`src/rtl/chr_quadrant_banker.sv`:
```
module chr_quadrant_banker #(
  parameter int PPU_AW      = 14,
  parameter int PAGE_AW     = 12,
  parameter int BANK_W      = 3,
  parameter int SPRITE_BANK = 4
) (
  input  logic                      clk,
  input  logic                      rst_n,
  input  logic [PPU_AW-1:0]         ppu_addr,
  input  logic                      ppu_rd_n,
  output logic [BANK_W+PAGE_AW-1:0] chr_addr
);
  localparam int REGION_BIT = PPU_AW - 1;
  localparam int ROW_BIT    = 5;
  localparam int COL_BIT    = 0;
  localparam int ATTR_LO    = 6;
  localparam int ATTR_HI    = 9;
  localparam logic [BANK_W-1:0] SPR_PAGE = BANK_W'(SPRITE_BANK);

  logic              rd_q;
  logic [1:0]        quad_q;
  logic [BANK_W-1:0] bank_q;
  logic              strobe_fall, in_region, attr_hit, tile_hit;
  logic              unused_a12;

  assign unused_a12  = ppu_addr[PAGE_AW];
  assign strobe_fall = rd_q & ~ppu_rd_n;
  assign in_region   = ppu_addr[REGION_BIT];
  assign attr_hit    = in_region &  (&ppu_addr[ATTR_HI:ATTR_LO]);
  assign tile_hit    = in_region & ~(&ppu_addr[ATTR_HI:ATTR_LO]);

  always_ff @(posedge clk) begin
    if (!rst_n) begin
      rd_q   <= 1'b1;
      quad_q <= 2'd0;
      bank_q <= SPR_PAGE;
    end else begin
      rd_q <= ppu_rd_n;
      if (strobe_fall && tile_hit) begin
        quad_q <= {ppu_addr[ROW_BIT], ppu_addr[COL_BIT]};
        bank_q <= SPR_PAGE;
      end else if (strobe_fall && attr_hit) begin
        bank_q <= BANK_W'(quad_q);
      end
    end
  end

  assign chr_addr = {bank_q, ppu_addr[PAGE_AW-1:0]};

  p_tile_sprite_page_r2: assert property (@(posedge clk) disable iff (!rst_n)
    (strobe_fall && tile_hit) |=> (chr_addr[BANK_W+PAGE_AW-1:PAGE_AW] == SPR_PAGE));

  p_quad_capture_r3: assert property (@(posedge clk) disable iff (!rst_n)
    (strobe_fall && tile_hit) |=> (quad_q == $past({ppu_addr[ROW_BIT], ppu_addr[COL_BIT]})));

  p_attr_page_r4: assert property (@(posedge clk) disable iff (!rst_n)
    (strobe_fall && attr_hit) |=> (bank_q == BANK_W'($past(quad_q))));

  p_pattern_hold_r5: assert property (@(posedge clk) disable iff (!rst_n)
    (strobe_fall && !in_region) |=> ($stable(bank_q) && $stable(quad_q)));

  p_edge_only_r7: assert property (@(posedge clk) disable iff (!rst_n)
    !strobe_fall |=> ($stable(bank_q) && $stable(quad_q)));

  p_page_range_r1: assert property (@(posedge clk) disable iff (!rst_n)
    bank_q <= SPR_PAGE);
endmodule

```
`config.mk`:
```
export PLATFORM = sky130hd
export DESIGN_NAME = chr_quadrant_banker
export DESIGN_NICKNAME = d
export VERILOG_FILES = /design/src/rtl/chr_quadrant_banker.sv
export SDC_FILE = /design/constraint.sdc
export NUM_CORES = 1
export LEC_CHECK = 0
export BUFFER_PORTS_ARGS = -buffer_cell sky130_fd_sc_hd__buf_4
export CAP_MARGIN = 5
export CORE_AREA = 2 2 39 41
export CTS_BUF_LIST = sky130_fd_sc_hd__clkbuf_4
export CTS_CLUSTER_DIAMETER = 80
export DETAILED_ROUTE_END_ITERATION = 8
export DIE_AREA = 0 0 41 43
export PLACE_DENSITY_LB_ADDON = 0.15
export SLEW_MARGIN = 20
export SYNTH_ARGS = -nofsm -noshare
export SYNTH_HDL_FRONTEND = slang
export SYNTH_SLANG_ARGS = --single-unit
```
`constraint.sdc`:
```
create_clock -name clk -period 1.1 [get_ports clk]
set_clock_uncertainty 0.15 [all_clocks]
set_input_delay 0.055 -clock clk [delete_from_list [all_inputs] [get_ports clk]]
set_output_delay 0.055 -clock clk [all_outputs]
set_load 0.01 [all_outputs]
```
==> results.json, run 1 <==
{
  "worst-slew-pin-transition_ps": 126,
  "crit_family": "buffers and inverters",
  "cpMostUsedCell": "buf_4",
  "placed_cell_area_um2": 384,
  "cts_num_sinks": 6,
  "cpMaxStageDelayCell": "dlygate4sd3_1",
  "crit_path_end_kind": "primary output",
  "die_h_um": 43,
  "ant_nets": 0,
  "critPathMaxStageDelay_ps": 540,
  "die-area_um2": 1760,
  "h-tree-depth": 1,
  "cts_tree": "done",
  "avgRoutedWirePerCell_um": 10.4,
  "avgSynthCellArea_um2": 9.12,
  "initial_utilization": 0.231,
  "synth.net_count": 52,
  "grt_max_degree": 9,
  "mostFrequentLayoutCells": "18 x buf_4, 10 x dlygate4sd3_1, 7 x nand2_1",
  "post-dp-hpwl_um": 622,
  "reg2reg_to": "quad_q[1]",
  "r2r_slack_ps": 70,
  "first_global_vias": 307,
  "die_w_um": 41,
  "grt_setup_unrepaired": "no",
  "final.setup.tns_ps": 0,
  "routed_wl_um": 727,
  "syn_area_um2": 319,
  "num_rows": 14,
  "postCtsSetupBuffers": 0,
  "hold_path.class": "in2reg",
  "cap_viol_max_count": 0,
  "core-area_um2": 1380,
  "hold-path-endpoint": "bank_q[1]",
  "setup_viol": 0,
  "areaGrowthSynthToFinish_pct": 58.8,
  "peakVddDrop_uv": 306,
  "drt-pass1-iter-count": 1,
  "period_needed_ps": 1070,
  "fin_area_um2": 507,
  "grt_overflow": 0,
  "whs_ps": 139,
  "cts_resized": 0,
  "grt_pass1_wl_um": 1150,
  "synth_cell_types": 10,
  "clk_latency_ps": 240,
  "hold_violations": 0,
  "vias_per_cell": 4.29,
  "pin_count": 32,
  "fmax_mhz": 936,
  "reg2reg_depth": 3,
  "status": "finished clean",
  "antenna_found_initial": 0,
  "ys.warnings.count": 0,
  "holdPathStages": 4,
  "numPortBuffers": 18,
  "crit_chain": "dlygate4sd3_1 -> buf_4 -> buf_4",
  "maxSlewHeadroom": 0.913,
  "hp-start": "ppu_addr[9]",
  "crit_buf_inv": 3,
  "cp_max_fo": 2,
  "antennaDiodeCount": 0,
  "powerDensity_nw_per_um2": 1070,
  "layout_commonest_cell": "buf_4",
  "worstPathRequired_ps": 890,
  "fin_util": 0.366,
  "cts.root.buffer_cell": "clkbuf_4",
  "yosys.area.top_type": "dfxtp_1",
  "clk_pin_slew_ps": 50,
  "vias": 300,
  "post-route-drc-count": 0,
  "track_usage": 0.0995,
  "ys_seq_area_frac": 0.376,
  "synth.area.top_cells": "dfxtp_1 38%, buf_4 28%, nand2_1 8.2%",
  "r2r_start": "rd_q",
  "cts-buffers-inserted": 3,
  "synth_top_area_frac": 0.376,
  "nNetsFinal": 73,
  "p_leak_nw": 0.239,
  "slew_viol_final": 0,
  "cp-start-kind": "primary input",
  "final_layout_size_suffix_gt1_frac": 0.426,
  "synth_cells": 35,
  "crit_type": "in2out",
  "place.gp.congestion": 0.620,
  "fin_crit_sh": 0.971,
  "arrival_ps": 860,
  "ys_ff_latch": 6,
  "drt_iter0_markers": 0,
  "clock_tree.buffer_depth": 2,
  "power_w": 0.000543
}
-- tightest hold or removal path, cell delays in order --
cell	delay (ps)
buf_4	110
and4_1	160
nand2_1	90
o22ai_1	70
-- cell families after synthesis --
logic type | count (synthesis) | share of synthesized area
AND/OR/NAND/NOR | 13 | 0.239
buffers and inverters | 12 | 0.282
flip-flops | 6 | 0.376
AO/OA/AOI/OAI | 2 | 0.0392
multiplexers | 2 | 0.0627
-- per-stage QoR --
step	instances	setup slack [ps]
after global placement	57	98.7
after CTS	70	31.3
after detailed placement	57	54.1
final	70	31.4
after floorplan	35	133
after global routing	70	4.66
-- area by class of cell --
class	instances	area, µm²
Timing Repair Buffer	28	235
Fill cell	136	877
Multi-Input combinational cell	17	109
Sequential cell	6	120
Clock buffer	3	22.5
Tap cell	16	20.0
-- flip-flops by register name (all words and copies together), names as in the netlist --
signal and count:
bank_q 3, quad_q 2, rd_q 1
-- per-layer routing --
metal,GRT usage,part of all wire,up-vias
met1,0.0742,0.29,140
met3,0.0209,0.083,0
met2,0.178,0.63,17
met5,0,0,-
met4,0.100,0,0
li1,-,-,143
-- power breakdown --
group	internal (W)	total [W]	switching, W
registers	0.000226	0.000228	0.00000201
clock network	0.000123	0.000200	0.0000766
logic	0.0000717	0.000116	0.0000442
-- cell usage after synthesis --
library cell	instances
nand2b_1	2
nand2b_4	1
nand2_1	7
and3b_2	1
and4_1	1
buf_4	12
mux2i_1	2
dfxtp_1	6
nand3_1	1
o22ai_1	2
-- worst max-delay path by stage --
stage / start / to / slack (ps) / depth (start not counted)
finish: ppu_addr[5] / chr_addr[5] / 30 / 3
floorplan: rd_q / quad_q[0] / 130 / 3
global placement: rd_q / quad_q[1] / 100 / 3
CTS: ppu_addr[0] / chr_addr[0] / 30 / 3
detailed placement: rd_q / quad_q[1] / 50 / 3
global route: rd_q / quad_q[1] / 5 / 3
-- timing repair --
item | CTS | global route
setup endpoints to repair | 0 | 1
hold endpoints to repair | 12 | 0
hold buffers | 10 | 0
(Power assumes the default switching activity.)
==> run 2: changes to the inputs <==
--- a/config.mk
+++ b/config.mk
@@ -12,8 +12,9 @@
 export CTS_CLUSTER_DIAMETER = 80
 export DETAILED_ROUTE_END_ITERATION = 8
 export DIE_AREA = 0 0 41 43
+export GPL_TIMING_DRIVEN = 0
 export PLACE_DENSITY_LB_ADDON = 0.15
-export SLEW_MARGIN = 20
+export SLEW_MARGIN = 30
 export SYNTH_ARGS = -nofsm -noshare
 export SYNTH_HDL_FRONTEND = slang
 export SYNTH_SLANG_ARGS = --single-unit
==> constraint.sdc (replaced) <==
create_clock -name clk -period 1.1 [get_ports clk]
set_clock_uncertainty 0.15 [all_clocks]
set_input_delay 0.33 -clock clk [delete_from_list [all_inputs] [get_ports clk]]
set_output_delay 0.33 -clock clk [all_outputs]
set_load 0.01 [all_outputs]
==> run 2 against run 1 <==
The flow now finishes with violations (setup timing); power rose by 3.2%; setup slack got worse by 87 ps; sequential share of layout area fell by 0.84 points; sequential cell count did not move; non-clock buffer count rose by 3; maximum frequency fell by 7.5%; critical path depth fell by 2; count of clock-buffer cells in the layout did not move; worst hold slack got worse by 14 ps; sequential power barely moved; global-route usage fell by 1.3 points; clock power barely moved; highest routed layer is now met4.
==> results.json, run 2 (same netlist as run 1, synthesis figures left out) <==
{
  "reg_top3": "bank_q (3), quad_q (2), rd_q (1)",
  "grt_max_degree": 9,
  "crit_chain": "buf_6",
  "grt_pass1_wl_um": 972,
  "cts_tree": "done",
  "r2r_start": "rd_q",
  "peakVddDrop_uv": 494,
  "cap_viol_max_count": 0,
  "slew_viol_final": 0,
  "cts.root.buffer_cell": "clkbuf_4",
  "hold-path-endpoint": "rd_q",
  "cts-buffers-inserted": 3,
  "mostFrequentLayoutCells": "22 x buf_4, 9 x buf_6, 7 x nand2_1",
  "initial_utilization": 0.231,
  "placed_cell_area_um2": 519,
  "drt-pass1-iter-count": 2,
  "post-route-drc-count": 0,
  "final_layout_size_suffix_gt1_frac": 0.684,
  "hold_path.class": "in2reg",
  "crit_family": "flip-flops",
  "top_register": "bank_q",
  "reg2reg_to": "quad_q[1]",
  "r2r_slack_ps": 80,
  "reg2reg_depth": 3,
  "first_global_vias": 275,
  "final.setup.tns_ps": -155,
  "cp_max_fo": 2,
  "routed_wl_um": 643,
  "powerDensity_nw_per_um2": 1030,
  "fin_crit_sh": 1.05,
  "crit_path_end_kind": "primary output",
  "avgRoutedWirePerCell_um": 8.81,
  "holdPathStages": 2,
  "worstPathRequired_ps": 620,
  "violations": "setup timing",
  "period_needed_ps": 1160,
  "vias": 298,
  "antennaDiodeCount": 0,
  "drt_iter0_markers": 3,
  "cts_hold_buf": 0,
  "track_usage": 0.0866,
  "core-area_um2": 1380,
  "nNetsFinal": 76,
  "critPathMaxStageDelay_ps": 320,
  "fmax_mhz": 866,
  "areaGrowthSynthToFinish_pct": 69.8,
  "post-dp-hpwl_um": 555,
  "dp_slack_ps": -106,
  "num_rows": 14,
  "antenna_found_initial": 0,
  "grt_setup_unrepaired": "yes",
  "cpMaxStageDelayCell": "dfxtp_2",
  "layout_commonest_cell": "buf_4",
  "worst-slew-pin-transition_ps": 108,
  "largest_register_ffs": 3,
  "die_w_um": 41,
  "die_h_um": 43,
  "crit_buf_inv": 1,
  "numPortBuffers": 24,
  "clock_tree.buffer_depth": 2,
  "die-area_um2": 1760,
  "fin_area_um2": 542,
  "clk_latency_ps": 240,
  "h-tree-depth": 1,
  "hold_violations": 0,
  "vias_per_cell": 4.08,
  "finalWorstSetupSlack_ps": -55.3,
  "cts_num_sinks": 6,
  "setup_viol": 3,
  "hp-start": "ppu_rd_n",
  "p_leak_nw": 0.271,
  "crit_type": "reg2out",
  "maxSlewHeadroom": 0.926,
  "place.gp.congestion": 0.648,
  "pin_count": 32,
  "status": "complete, but fails checks",
  "cp-start-kind": "flip-flop",
  "ant_nets": 0,
  "grt_overflow": 0,
  "clk_pin_slew_ps": 40,
  "arrival_ps": 680
}
-- run 2: cell count changes in the layout (fill, tap and decap cells not counted), sizes merged --
cell,change
buf,+13
dlygate4sd3,-10
-- run 2: cell type report --
cell class                 instances  area (µm²)
buffer                             6        45.0
multi-input combinational         17         109
clock buffer                       3        22.5
sequential                         6         124
tap                               16        20.0
fill                             149         842
timing repair buffer              25         221
-- run 2: per-stage QoR --
step | util | instances | hold slack [ps] | power (W)
after floorplan | - | 35 | 252 | 0.000298
after global placement | 0.375 | 75 | 314 | 0.000368
after detailed placement | 0.375 | 75 | 323 | 0.000368
after CTS | 0.392 | 73 | 118 | 0.000577
after global routing | 0.392 | 73 | 141 | 0.000593
final | 0.392 | 73 | 125 | 0.000561
-- run 2: repair_timing --
item	4_1_cts	5_1_grt
endpoints found under the setup margin	9	3
setup buffers	1	0
resized for setup	12	0
-- run 2: how the worst max path moves through the flow --
stage	startpoint	endpoint	slack, ps	depth (start not counted)
2_1_floorplan	ppu_rd_n	quad_q[0]	60	3
3_3_place_gp	ppu_rd_n	bank_q[2]	-110	4
3_5_place_dp	ppu_rd_n	bank_q[2]	-110	4
4_1_cts	bank_q[0]	chr_addr[12]	-70	1
5_1_grt	bank_q[2]	chr_addr[14]	-80	1
6_report	bank_q[0]	chr_addr[12]	-60	1
-- run 2: where the power goes --
group | total [W] | internal, W | switching (W)
logic | 0.000129 | 0.0000830 | 0.0000463
registers | 0.000229 | 0.000226 | 0.00000253
clock network | 0.000203 | 0.000123 | 0.0000793
total | 0.000561 | 0.000433 | 0.000128
-- run 2: metal layers --
layer / GRT usage / vias to the layer above / wire length [µm]
met4: 0.0800 / 0 / 19
met3: 0.0314 / 2 / 52
met1: 0.0844 / 129 / 225
met2: 0.131 / 18 / 346
met5: 0 / - / 0
li1: - / 149 / -
==> run 3: changes to the inputs <==
==> constraint.sdc (replaced) <==
create_clock -name clk -period 1.4 [get_ports clk]
set_clock_uncertainty 0.15 [all_clocks]
set_input_delay 0.42 -clock clk [delete_from_list [all_inputs] [get_ports clk]]
set_output_delay 0.42 -clock clk [all_outputs]
set_load 0.01 [all_outputs]
==> run 3 against run 2 <==
The flow now finishes without violations; critical path type is now in2out; highest routed layer unchanged; sequential share of layout area decreased by 0.69 points; largest power group unchanged; utilization unchanged; power decreased by 21%; die area unchanged.
==> results.json, run 3 (same netlist as run 1, synthesis figures left out) <==
{
  "nNetsFinal": 81,
  "drt-pass1-iter-count": 2,
  "areaGrowthSynthToFinish_pct": 69.8,
  "post-route-drc-count": 0,
  "layout_commonest_cell": "buf_4",
  "die_w_um": 41,
  "crit_type": "in2out",
  "arrival_ps": 780,
  "clock_tree.buffer_depth": 2,
  "grt_overflow": 0,
  "antenna_found_initial": 0,
  "num_rows": 14,
  "post-dp-hpwl_um": 555,
  "cts-buffers-inserted": 3,
  "worst-slew-pin-transition_ps": 110,
  "nFillCells": 162,
  "ff_latch_area_um2": 120,
  "vias_per_cell": 3.95,
  "core-area_um2": 1380,
  "cts_resized": 0,
  "reg2reg_depth": 3,
  "cap_viol_max_count": 0,
  "final_layout_size_suffix_gt1_frac": 0.661,
  "avgRoutedWirePerCell_um": 8.24,
  "final.setup.tns_ps": 0,
  "grt_pass1_wl_um": 1030,
  "fmax_mhz": 742,
  "crit_path_end_kind": "primary output",
  "r2r_start": "rd_q",
  "hold_violations": 0,
  "critPathLaunch": "ppu_addr[5]",
  "cts.root.buffer_cell": "clkbuf_4",
  "critPathMaxStageDelay_ps": 130,
  "crit_buf_inv": 3,
  "grt_setup_unrepaired": "no",
  "slew_viol_final": 0,
  "cts_hold_buf": 0,
  "die-area_um2": 1760,
  "drt_iter0_markers": 3,
  "die_h_um": 43,
  "antennaDiodeCount": 0,
  "cp_max_fo": 2,
  "maxSlewHeadroom": 0.925,
  "largest_register_ffs": 3,
  "p_leak_nw": 0.284,
  "initial_utilization": 0.231,
  "crit_family": "buffers and inverters",
  "cpMostUsedCell": "buf_4",
  "cpMaxStageDelayCell": "buf_4",
  "mostFrequentLayoutCells": "36 x buf_4, 7 x nand2_1, 6 x dfxtp_1",
  "ant_nets": 0,
  "worstSetupPathDepth": 3,
  "fin_crit_sh": 0.963,
  "multiInputGateArea_um2": 109,
  "vias": 308,
  "track_usage": 0.0905,
  "clk_latency_ps": 250,
  "cp-endpoint": "chr_addr[5]",
  "numPortBuffers": 24,
  "first_global_vias": 299,
  "worstPathRequired_ps": 830,
  "h-tree-depth": 1,
  "status": "finished clean",
  "period_needed_ps": 1350,
  "cts_tree": "done",
  "setup_viol": 0,
  "grt_max_degree": 9,
  "place.gp.congestion": 0.648,
  "cp-start-kind": "primary input",
  "crit_chain": "buf_4 -> buf_4 -> buf_4",
  "clk_pin_slew_ps": 50,
  "hold_path.class": "in2reg",
  "routed_wl_um": 643,
  "pin_count": 32,
  "top_register": "bank_q",
  "postCtsSetupBuffers": 0,
  "reg2reg_to": "quad_q[1]",
  "fin_util": 0.392,
  "reg_top3": "bank_q (3), quad_q (2), rd_q (1)",
  "r2r_slack_ps": 370,
  "peakVddDrop_uv": 331,
  "cts_num_sinks": 6,
  "powerDensity_nw_per_um2": 821
}
-- run 3: cell count changes in the layout (fill, tap and decap cells not counted), sizes merged --
cell	change
buf	+5
-- run 3: cell type report --
cell class | count | share of cell area
clock buffers | 3 | 0.0416
plain buffers | 12 | 0.166
multi-input cells | 17 | 0.201
well taps | 16 | 0.0370
flip-flops and latches | 6 | 0.222
repair buffers | 24 | 0.333
-- run 3: metrics by stage --
stage               instances  total power (W)  instance area, µm²  setup slack (ps)  hold slack [ps]
global route               78         0.000471                 542              37.7              229
global placement           75         0.000289                 519              50.4              314
detailed placement         75         0.000289                 519              49.6              323
finish                     78         0.000445                 542              52.0              213
floorplan                  35         0.000234                 319               268              297
CTS                        78         0.000456                 542              49.6              208
-- run 3: how the worst min path moves through the flow --
stage / from / to / cells past startpoint
6_report: ppu_rd_n / rd_q / 2
4_1_cts: ppu_rd_n / rd_q / 2
5_1_grt: ppu_rd_n / rd_q / 2
3_5_place_dp: bank_q[0] / bank_q[0] / 2
3_3_place_gp: bank_q[0] / bank_q[0] / 2
2_1_floorplan: quad_q[0] / quad_q[0] / 2
-- run 3: metal layers --
metal  share of wire  global-route usage
met1            0.35              0.0906
met3           0.078              0.0314
met4           0.030              0.0800
met5               0                   0
met2            0.54               0.138
-- run 3: power by group --
| part | switching [W] | total (W) | internal (W) |
|---|---|---|---|
| clock network | 0.0000637 | 0.000161 | 0.0000970 |
| logic | 0.0000364 | 0.000105 | 0.0000687 |
| registers | 0.00000167 | 0.000179 | 0.000177 |
| total | 0.000102 | 0.000445 | 0.000343 |
